==> config.mk <==
export PLATFORM = sky130hd
export DESIGN_NAME = vcfg_unit
export DESIGN_NICKNAME = d
export VERILOG_FILES = /design/src/rtl/vcfg_pkg.sv /design/src/rtl/vcfg_vtype_eval.sv /design/src/rtl/vcfg_avl_pick.sv /design/src/rtl/vcfg_unit.sv
export SDC_FILE = /design/constraint.sdc
export NUM_CORES = 1
export LEC_CHECK = 0
export BUFFER_PORTS_ARGS = -buffer_cell sky130_fd_sc_hd__buf_2
export CAP_MARGIN = 20
export CELL_PAD_IN_SITES_DETAIL_PLACEMENT = 1
export CELL_PAD_IN_SITES_GLOBAL_PLACEMENT = 1
export CORE_MARGIN = 2
export CORE_UTILIZATION = 35
export DETAILED_ROUTE_END_ITERATION = 16
export PLACE_DENSITY = 0.86
export SETUP_SLACK_MARGIN = 0.2
export SYNTH_ARGS = -nofsm -noshare
export SYNTH_HDL_FRONTEND = slang
export SYNTH_SLANG_ARGS = --single-unit
export TNS_END_PERCENT = 50
==> constraint.sdc <==
create_clock -name clk -period 7.7 [get_ports clk]
set_input_delay 0.77 -clock clk [delete_from_list [all_inputs] [get_ports clk]]
set_output_delay 0.77 -clock clk [all_outputs]
set_load 0.005 [all_outputs]
==> src/rtl/vcfg_pkg.sv <==
package vcfg_pkg;
  typedef enum logic [1:0] {
    K_VLI  = 2'd0,
    K_IVLI = 2'd1,
    K_VL   = 2'd2,
    K_NONE = 2'd3
  } cfg_kind_e;

  localparam int unsigned REG_IDX_W = 5;
  localparam int unsigned IMM_VT_W  = 11;
  localparam int unsigned IMM_AVL_W = 5;
endpackage

==> src/rtl/vcfg_vtype_eval.sv <==
module vcfg_vtype_eval #(
  parameter int unsigned VLEN = 128,
  parameter int unsigned ELEN = 64,
  parameter int unsigned XLEN = 64,
  parameter int unsigned VLW  = 8
) (
  input  logic [2:0]      lmul,
  input  logic [2:0]      sew,
  input  logic [XLEN-9:0] resv,
  output logic            illegal,
  output logic [VLW-1:0]  vlmax
);
  logic [VLW-1:0] per_sew [4];
  for (genvar g = 0; g < 4; g++) begin : g_sew
    assign per_sew[g] = VLW'(VLEN >> (3 + g));
  end

  logic [1:0]     frac_sh;
  logic [1:0]     int_sh;
  logic [VLW+2:0] scaled;
  int unsigned    sew_bits;
  int unsigned    elen_lim;

  always_comb begin
    case (lmul)
      3'b101:  frac_sh = 2'd3;
      3'b110:  frac_sh = 2'd2;
      3'b111:  frac_sh = 2'd1;
      default: frac_sh = 2'd0;
    endcase
    int_sh   = lmul[2] ? 2'd0 : lmul[1:0];
    sew_bits = 32'd8 << sew[1:0];
    elen_lim = ELEN >> frac_sh;
    illegal  = (lmul == 3'b100) || sew[2] || (|resv) || (sew_bits > elen_lim);
    scaled   = ({3'b000, per_sew[sew[1:0]]} << int_sh) >> frac_sh;
    vlmax    = illegal ? '0 : scaled[VLW-1:0];
  end
endmodule

==> src/rtl/vcfg_avl_pick.sv <==
module vcfg_avl_pick
  import vcfg_pkg::*;
#(
  parameter int unsigned XLEN = 64,
  parameter int unsigned VLW  = 8
) (
  input  cfg_kind_e               kind,
  input  logic [REG_IDX_W-1:0]    rd_idx,
  input  logic [REG_IDX_W-1:0]    rs1_idx,
  input  logic [XLEN-1:0]         rs1_val,
  input  logic [IMM_AVL_W-1:0]    imm_avl,
  input  logic [VLW-1:0]          cur_vl,
  input  logic [VLW-1:0]          vlmax,
  output logic [VLW-1:0]          new_vl
);
  logic [XLEN-1:0] avl;

  always_comb begin
    if (kind == K_IVLI)        avl = XLEN'(imm_avl);
    else if (rs1_idx != '0)    avl = rs1_val;
    else if (rd_idx != '0)     avl = '1;
    else                       avl = XLEN'(cur_vl);

    if (vlmax == '0)                new_vl = '0;
    else if (avl > XLEN'(vlmax))    new_vl = vlmax;
    else                            new_vl = avl[VLW-1:0];
  end
endmodule

==> src/rtl/vcfg_unit.sv <==
module vcfg_unit
  import vcfg_pkg::*;
#(
  parameter int unsigned XLEN = 64,
  parameter int unsigned VLEN = 128,
  parameter int unsigned ELEN = 64,
  localparam int unsigned VLENB     = VLEN / 8,
  localparam int unsigned VLEN_BITS = VLENB * 8,
  localparam int unsigned VLW       = $clog2(VLEN_BITS + 1)
) (
  input  logic                  clk,
  input  logic                  rst,
  input  logic                  req_valid,
  input  logic [1:0]            req_kind,
  input  logic [4:0]            req_rd,
  input  logic [4:0]            req_rs1,
  input  logic [XLEN-1:0]       rs1_val,
  input  logic [XLEN-1:0]       rs2_val,
  input  logic [4:0]            imm_avl,
  input  logic [10:0]           imm_vtype,
  output logic                  busy,
  output logic                  done,
  output logic [4:0]            rd_idx_o,
  output logic [XLEN-1:0]       rd_data,
  output logic [VLW-1:0]        vl_o,
  output logic [XLEN-1:0]       vtype_o,
  output logic [VLW-1:0]        vstart_o
);
  localparam logic [XLEN-1:0] VILL_ONLY = {1'b1, {(XLEN-1){1'b0}}};

  cfg_kind_e       kind;
  logic            accept;
  logic [XLEN-1:0] req_vtype;
  logic            same_vt;
  logic            ev_illegal;
  logic [VLW-1:0]  ev_vlmax;
  logic [XLEN-1:0] nxt_vtype;
  logic [VLW-1:0]  nxt_vlmax;
  logic [VLW-1:0]  nxt_vl;

  logic            done_q;
  logic [VLW-1:0]  vl_q;
  logic [VLW-1:0]  vlmax_q;
  logic [XLEN-1:0] vtype_q;
  logic [VLW-1:0]  vstart_q;
  logic [XLEN-1:0] rd_data_q;
  logic [4:0]      rd_idx_q;

  assign kind   = cfg_kind_e'(req_kind);
  assign accept = req_valid && !done_q && (kind != K_NONE);

  always_comb begin
    case (kind)
      K_VLI:   req_vtype = XLEN'(imm_vtype);
      K_IVLI:  req_vtype = XLEN'(imm_vtype[9:0]);
      default: req_vtype = rs2_val;
    endcase
  end

  vcfg_vtype_eval #(
    .VLEN(VLEN_BITS), .ELEN(ELEN), .XLEN(XLEN), .VLW(VLW)
  ) u_eval (
    .lmul    (req_vtype[2:0]),
    .sew     (req_vtype[5:3]),
    .resv    (req_vtype[XLEN-1:8]),
    .illegal (ev_illegal),
    .vlmax   (ev_vlmax)
  );

  // Reuse held type and VLMAX when the request repeats it.
  assign same_vt   = (req_vtype == vtype_q);
  assign nxt_vtype = same_vt ? vtype_q : (ev_illegal ? VILL_ONLY : req_vtype);
  assign nxt_vlmax = same_vt ? vlmax_q : ev_vlmax;

  vcfg_avl_pick #(.XLEN(XLEN), .VLW(VLW)) u_pick (
    .kind    (kind),
    .rd_idx  (req_rd),
    .rs1_idx (req_rs1),
    .rs1_val (rs1_val),
    .imm_avl (imm_avl),
    .cur_vl  (vl_q),
    .vlmax   (nxt_vlmax),
    .new_vl  (nxt_vl)
  );

  always_ff @(posedge clk) begin
    if (rst) begin
      done_q    <= 1'b0;
      vl_q      <= '0;
      vlmax_q   <= '0;
      vtype_q   <= VILL_ONLY;
      vstart_q  <= '0;
      rd_data_q <= '0;
      rd_idx_q  <= '0;
    end else begin
      done_q <= accept;
      if (accept) begin
        vl_q      <= nxt_vl;
        vlmax_q   <= nxt_vlmax;
        vtype_q   <= nxt_vtype;
        vstart_q  <= '0;
        rd_data_q <= XLEN'(nxt_vl);
        rd_idx_q  <= req_rd;
      end
    end
  end

  assign busy     = done_q;
  assign done     = done_q;
  assign rd_idx_o = rd_idx_q;
  assign rd_data  = rd_data_q;
  assign vl_o     = vl_q;
  assign vtype_o  = vtype_q;
  assign vstart_o = vstart_q;

  assert_done_single_R2: assert property (@(posedge clk) disable iff (rst)
    done |=> !done);
  assert_accept_done_R2: assert property (@(posedge clk) disable iff (rst)
    (req_valid && !busy && req_kind != 2'd3) |=> done);
  assert_idle_stable_R9: assert property (@(posedge clk) disable iff (rst)
    !(req_valid && !busy && req_kind != 2'd3) |=> ($stable(vl_o) && $stable(vtype_o)));
  assert_illegal_store_R5: assert property (@(posedge clk) disable iff (rst)
    (accept && !same_vt && ev_illegal) |=> (vtype_o == VILL_ONLY && vl_o == '0));
  assert_vl_bound_R7: assert property (@(posedge clk) disable iff (rst)
    vl_o <= vlmax_q);
  assert_rd_result_R10: assert property (@(posedge clk) disable iff (rst)
    done |-> (rd_data == XLEN'(vl_o)));
endmodule

==> flow_summary.yaml, run 1 <==
clock_tree:
  cts_setup_buffers: 0
  postCtsResizedCells: 0
  cts_tree: "yes"
  cts.htree.levels: 3
  cts_buffers: 9
  clockRootBuffer: "clkbuf_16"
  clk_pin_slew_ns: 0.06
  clock-sinks: 86
  cts_buffer_depth: 2
  cts_hold_buf: 0
  clock_latency_ns: 0.35
worst_setup_path:
  r2r_cells: 16
  endpoint_kind: "flop"
  worstSetupPathType: "in2reg"
  setup.worst_path.start_class: "input pin"
  required_ns: 7.92
  arrival_ns: 6.09
  worstPathMaxFanout: 13
global_routing:
  antenna_found_initial: 5
  first_global_vias: 5966
  grt_pass1_wl_um: 31370
  grt_overflow: 0
  grt_max_degree: 57
  track_usage_pct: 21.76
yosys:
  ys_seq_area_share_pct: 28.93
  ys.flop_type: "dfxtp_1"
  avgSynthCellArea_sq_um: 8.612
  synthCells: 691
  synth_area_sq_um: 5951
  yosys.cell_types.count: 61
  ys.warnings.count: 0
  ys_ff_latch: 86
  async_flop_share_pct: 0
  synth_edf_count: 0
finish:
  fin_util_pct: 43.91
  nFillCells: 2145
  regArea_sq_um: 1722
  drive_gt1_share_pct: 30.98
  area.growth.synth_to_final_pct: 22.37
  multi_input_area_sq_um: 3714
  finalNetCount: 1087
  finalNonFillerCells: 1145
sta:
  tns_ns: 0
  fin_crit_sh_pct: 76.21
  slew-limit-headroom_pct: 31.59
  tightestPinTransition_ns: 1.024
  holdWs_ns: 0.4897
  drv_slew: 0
  setup_viol: 0
  skew_ns: 0.01690
  layout_min_cycle_time_ns: 5.868
  fmax_ghz: 0.1704
  rsz0062_at_grt: "no"
  hold_viol_final: 0
routing:
  wl_per_cell_um: 17.94
  drtIter0Drc: 313
  ant_nets: 0
  dr.pass1.iters: 4
  wl_um: 20540
  drc_errors: 0
  viasPerCell: 5.280
  vias: 6046
status:
  status: "completed"
hold_path:
  hold-path-cell-count: 2
  hp-class: "reg2reg"
place:
  hpwl_um: 16010
  place_inst: 1125
  place.gp.congestion: 0.9309
  port_buffers: 245
floorplanning:
  die_area_sq_um: 18060
  core_sq_um: 16580
  start_util_pct: 35.88
  die_h_um: 134.4
  io_pins: 310
  rows: 47
  die_w_um: 134.4
power:
  p_leak_nw: 3.358
  power_density_nw_per_um2: 151.1
  ir_drop_uv: 96.96
flow_run:
  drv_cap: 0
==> synthesized netlist by cell type, types with 11 or more instances <==
library cell / n / share of area [%]
dfxtp_1: 86 / 29
buf_4: 77 / 9.7
nor2_1: 76 / 4.8
and2_1: 60 / 6.3
nor4_1: 36 / 3.8
mux2i_1: 34 / 5.7
o21ai_0: 29 / 2.4
xnor2_1: 28 / 4.1
a31oi_1: 26 / 2.7
a2bb2oi_1: 24 / 3.5
nor4bb_1: 24 / 4.0
nand2_1: 23 / 1.5
ha_1: 12 / 2.5
nand4_1: 12 / 1.3
nor3_1: 11 / 0.93
==> worst max-delay path, cell delays in order <==
cell and delay (ns):
buf_2 0.25, mux2i_1 0.85, a21oi_1 0.18, ha_1 0.35
a21oi_1 0.15, o21ai_0 0.11, a221oi_2 0.32, nand2_1 0.37
nor2_1 0.29, mux2i_1 0.12, ha_1 0.32, nor2b_1 0.14
o211ai_1 0.17, a21oi_1 0.08, a2111oi_0 0.46, o22a_1 0.40
a21oi_2 0.15, a221o_1 0.40, a22o_1 0.20
==> metal layers <==
| layer | wire [um] | track usage (%) | vias to the layer above |
|---|---|---|---|
| met5 | 0 | 0 | - |
| met4 | 806 | 11.23 | 0 |
| met3 | 1191 | 3.817 | 47 |
| met2 | 9966 | 36.62 | 214 |
| met1 | 8579 | 26.59 | 2911 |
| li1 | - | - | 2874 |
==> logic make-up after synthesis <==
kind of cell    share of synthesized area, %
flops                                  28.93
mux                                    7.128
compound gates                         17.35
buf+inv                                12.70
simple gates                           26.16
other cells                          0.06302
xor+xnor                               5.151
fa+ha+maj                              2.523
==> cell type report <==
class | count | area share (%)
diodes | 5 | 0.1718
multi-input cells | 565 | 51.00
inverters | 7 | 0.3952
flip-flops and latches | 86 | 23.64
repair buffers | 247 | 17.04
clock inverters | 5 | 0.8247
well taps | 220 | 3.780
clock buffers | 10 | 3.144
==> registers in the layout, indices dropped and copies added (netlist names) <==
name	flops
busy	1
rd_idx_o	5
vl_o	8
vlmax_q	8
vtype_o	64
==> where the power goes <==
| part | leakage (nW) | internal [mW] | switching [mW] |
|---|---|---|---|
| logic | 2.53 | 0.0852 | 0.120 |
| registers | 0.694 | 0.448 | 0.00378 |
| clock network | 0.139 | 0.251 | 0.192 |
| total | 3.36 | 0.785 | 0.315 |
==> cell usage in the layout, fill, tap and decap left out, drive strengths merged, types with 10 or more instances in the layout <==
master and count:
buf 247, dfxtp 86, nor2 78, conb 64, and2 60, nor4 37, mux2i 36, o21ai 36
xnor2 28, a31oi 26, nor4bb 24, a2bb2oi 24, nand2 23, nand4 12, ha 12, nor3 12
a21oi 11, o22ai 10, clkbuf 10
==> final timing paths <==
| check | slack, ns | startpoint | to |
|---|---|---|---|
| setup / recovery | 1.83 | req_kind[1] | vl_o[1]$_SDFFE_PP0P_ |
| setup reg to reg | 2.62 | vtype_o[55]$_SDFFE_PP0P_ | vl_o[1]$_SDFFE_PP0P_ |
| hold reg to reg | 0.49 | rd_idx_o[4]$_SDFFE_PP0P_ | rd_idx_o[4]$_SDFFE_PP0P_ |
| hold / removal | 0.49 | rd_idx_o[4]$_SDFFE_PP0P_ | rd_idx_o[4]$_SDFFE_PP0P_ |
==> metrics by stage <==
stage               power, mW  setup WS, ns  area [sq um]
floorplan              0.6063         2.162          6187
global placement       0.6585         1.738          6980
detailed placement     0.6638         1.542          6980
CTS                     1.101         1.849          7269
global route            1.143         1.320          7282
finish                  1.100         1.832          7282
(Power assumes the default switching activity.)
==> run 2: changes to the inputs <==
--- a/config.mk
+++ b/config.mk
@@ -5,14 +5,15 @@
 export SDC_FILE = /design/constraint.sdc
 export NUM_CORES = 1
 export LEC_CHECK = 0
+export ABC_AREA = 1
 export BUFFER_PORTS_ARGS = -buffer_cell sky130_fd_sc_hd__buf_2
 export CAP_MARGIN = 20
 export CELL_PAD_IN_SITES_DETAIL_PLACEMENT = 1
 export CELL_PAD_IN_SITES_GLOBAL_PLACEMENT = 1
 export CORE_MARGIN = 2
-export CORE_UTILIZATION = 35
+export CORE_UTILIZATION = 28
 export DETAILED_ROUTE_END_ITERATION = 16
-export PLACE_DENSITY = 0.86
+export PLACE_DENSITY = 0.77
 export SETUP_SLACK_MARGIN = 0.2
 export SYNTH_ARGS = -nofsm -noshare
 export SYNTH_HDL_FRONTEND = slang
==> constraint.sdc (replaced) <==
create_clock -name clk -period 5.1 [get_ports clk]
set_input_delay 0.51 -clock clk [delete_from_list [all_inputs] [get_ports clk]]
set_output_delay 0.51 -clock clk [all_outputs]
set_load 0.005 [all_outputs]
==> run 2 against run 1 <==
Effect of this change:
- non-clock buffer count rose by 9
- clock power is 56% higher
- critical path depth rose by 12
- worst hold slack worse by 0.089 ns
- clock-buffer cell count up 2
- global-route usage is 0.16 points lower
- final cell count is 56% higher
- clock skew shrank 0.0050 ns
- core utilization decreased by 9.0 points
- via count up 38%
- flip-flop and latch count stayed put
==> flow_summary.yaml, run 2 <==
routing:
  drc_errors: 0
  vias: 8373
  wl_per_cell_um: 16.25
  viasPerCell: 4.699
  dr.pass1.iters: 5
  wl_um: 28960
  ant_nets: 0
  drtIter0Drc: 498
floorplanning:
  io_pins: 310
  core_sq_um: 24250
  die_h_um: 161.1
  die_w_um: 161.1
  die_area_sq_um: 25940
  rows: 57
  start_util_pct: 28.48
yosys:
  ys.warnings.count: 0
  yosys.area.top_type: "dfxtp_1"
  synth_edf_count: 0
  ys_seq_area_share_pct: 24.93
  async_flop_share_pct: 0
  synth_most_common_cell: "nand2_1"
  synth_area_sq_um: 6907
  avgSynthCellArea_sq_um: 5.601
  synth.top_cells.by_count: "nand2_1, nor2_1, inv_1, nand3_1, dfxtp_1"
  ys_ff_latch: 86
  synth_area_leaders: "dfxtp_1, nand2_1, nand3_1"
  ys.flop_type: "dfxtp_1"
  synthCells: 1233
  yosysTopAreaCellShare_pct: 24.93
  yosys.cell_types.count: 32
worst_setup_path:
  arrival_ns: 4.48
  required_ns: 5.31
  r2r-end: "vl_o[6]$_SDFFE_PP0P_"
  crit_slowest_cell: "ha_1"
  setup.worst_path.start_class: "input pin"
  endpoint_kind: "flop"
  cpPeakStageDelay_ns: 0.31
  worstPathMaxFanout: 19
  r2r_cells: 23
  r2r-start: "vtype_o[27]$_SDFFE_PP0P_"
  cpMostUsedCell: "nand2_1"
  r2r_slack_ns: 1.60
  worstSetupPathType: "in2reg"
finish:
  drive_gt1_share_pct: 19.96
  nFillCells: 3423
  area.growth.synth_to_final_pct: 22.57
  largest_register_ffs: 64
  final_common_cell: "nand2_1"
  fin_util_pct: 34.91
  antenna_cells: 0
  fin_area_sq_um: 8466
  mostFrequentLayoutCells: "nand2_1, buf_2, nor2_1"
  finalNetCount: 1625
sta:
  fmax_ghz: 0.2339
  tns_ns: 0
  drv_slew: 0
  skew_ns: 0.01187
  rsz0062_at_grt: "no"
  slew-limit-headroom_pct: 52.25
  fin_crit_sh_pct: 83.82
  setup_viol: 0
  hold_viol_final: 0
  layout_min_cycle_time_ns: 4.275
  tightestPinTransition_ns: 0.7163
power:
  ir_drop_uv: 120.0
  p_leak_nw: 4.609
  power_density_nw_per_um2: 210.6
global_routing:
  grt_max_degree: 130
  antenna_found_initial: 0
  track_usage_pct: 21.60
  grt_overflow: 0
  grt_pass1_wl_um: 44120
  first_global_vias: 8351
clock_tree:
  cts_hold_buf: 0
  clockRootBuffer: "clkbuf_16"
  postCtsResizedCells: 0
  cts_tree: "yes"
  cts_buffer_depth: 2
  clock-sinks: 86
  cts_buffers: 9
  cts.htree.levels: 3
  clock_latency_ns: 0.36
  clk_pin_slew_ns: 0.06
  cts_setup_buffers: 0
place:
  port_buffers: 245
  hpwl_um: 23320
  place.gp.congestion: 0.9251
  placed_area_sq_um: 8135
flow_run:
  drv_cap: 0
hold_path:
  hp-class: "in2reg"
  holdPathEnd: "rd_idx_o[0]$_SDFFE_PP0P_"
  hold-path-cell-count: 3
  min_from: "req_rd[0]"
status:
  status: "completed"
## run 2: final cells by class
| class | instances | area, sq um | area share, % |
|---|---|---|---|
| clock buffer | 12 | 246.5 | 2.912 |
| clock inverter | 3 | 43.79 | 0.5173 |
| inverter | 138 | 518.0 | 6.119 |
| multi-input combinational | 963 | 4182 | 49.39 |
| sequential | 86 | 1722 | 20.34 |
| tap | 324 | 405.4 | 4.789 |
| timing repair buffer | 256 | 1349 | 15.93 |
## run 2: metrics by stage
step	instances	total power [mW]	worst slack [ns]	hold slack [ns]
global route	1782	1.875	0.2097	0.3930
detailed placement	1766	1.094	0.3540	0.4598
finish	1782	1.783	0.8254	0.4007
floorplan	1296	0.9646	1.041	0.4444
global placement	1766	1.087	0.5461	0.4537
CTS	1781	1.792	0.7148	0.3865
## run 2: critical path, delay by kind of cell
family | cells | cell delay, ns
compound gates | 6 | 0.70
buf+inv | 5 | 0.72
simple gates | 18 | 1.95
fa+ha+maj | 2 | 0.60
## run 2: worst max path at each step
| stage | start | endpoint | slack, ns | cells past startpoint |
|---|---|---|---|---|
| 2_1_floorplan | req_kind[1] | vl_o[6]$_SDFFE_PP0P_ | 1.04 | 31 |
| 3_3_place_gp | req_kind[1] | vl_o[6]$_SDFFE_PP0P_ | 0.55 | 31 |
| 3_5_place_dp | req_kind[1] | vl_o[6]$_SDFFE_PP0P_ | 0.35 | 31 |
| 4_1_cts | req_kind[1] | vl_o[6]$_SDFFE_PP0P_ | 0.71 | 31 |
| 5_1_grt | req_kind[1] | vl_o[6]$_SDFFE_PP0P_ | 0.21 | 32 |
| 6_report | req_kind[1] | vl_o[6]$_SDFFE_PP0P_ | 0.83 | 31 |
## run 2: kinds of logic (layout without fill, tap and decap cells)
logic type | Yosys count | in the layout | share of synthesized area, %
buffers and inverters | 247 | 409 | 18.17
AO/OA/AOI/OAI | 61 | 61 | 4.783
adder cells (fa/ha/maj) | 12 | 12 | 2.174
other | 1 | 64 | 0.05430
AND/OR/NAND/NOR | 826 | 826 | 49.89
flip-flops | 86 | 86 | 24.93
## run 2: metal layers
layer,vias up,wire [um],share of wire [%],track usage [%]
met5,-,0,0,0
met4,0,403,1.4,4.708
met3,25,1800,6.2,3.980
met2,300,13810,48,37.63
met1,3882,12950,45,27.83
li1,4166,-,-,-
## run 2: where the power goes
part | total [mW] | internal [mW] | switching [mW]
clock | 0.692 | 0.393 | 0.300
sequential | 0.678 | 0.675 | 0.00269
combinational | 0.413 | 0.137 | 0.276
total | 1.78 | 1.21 | 0.578
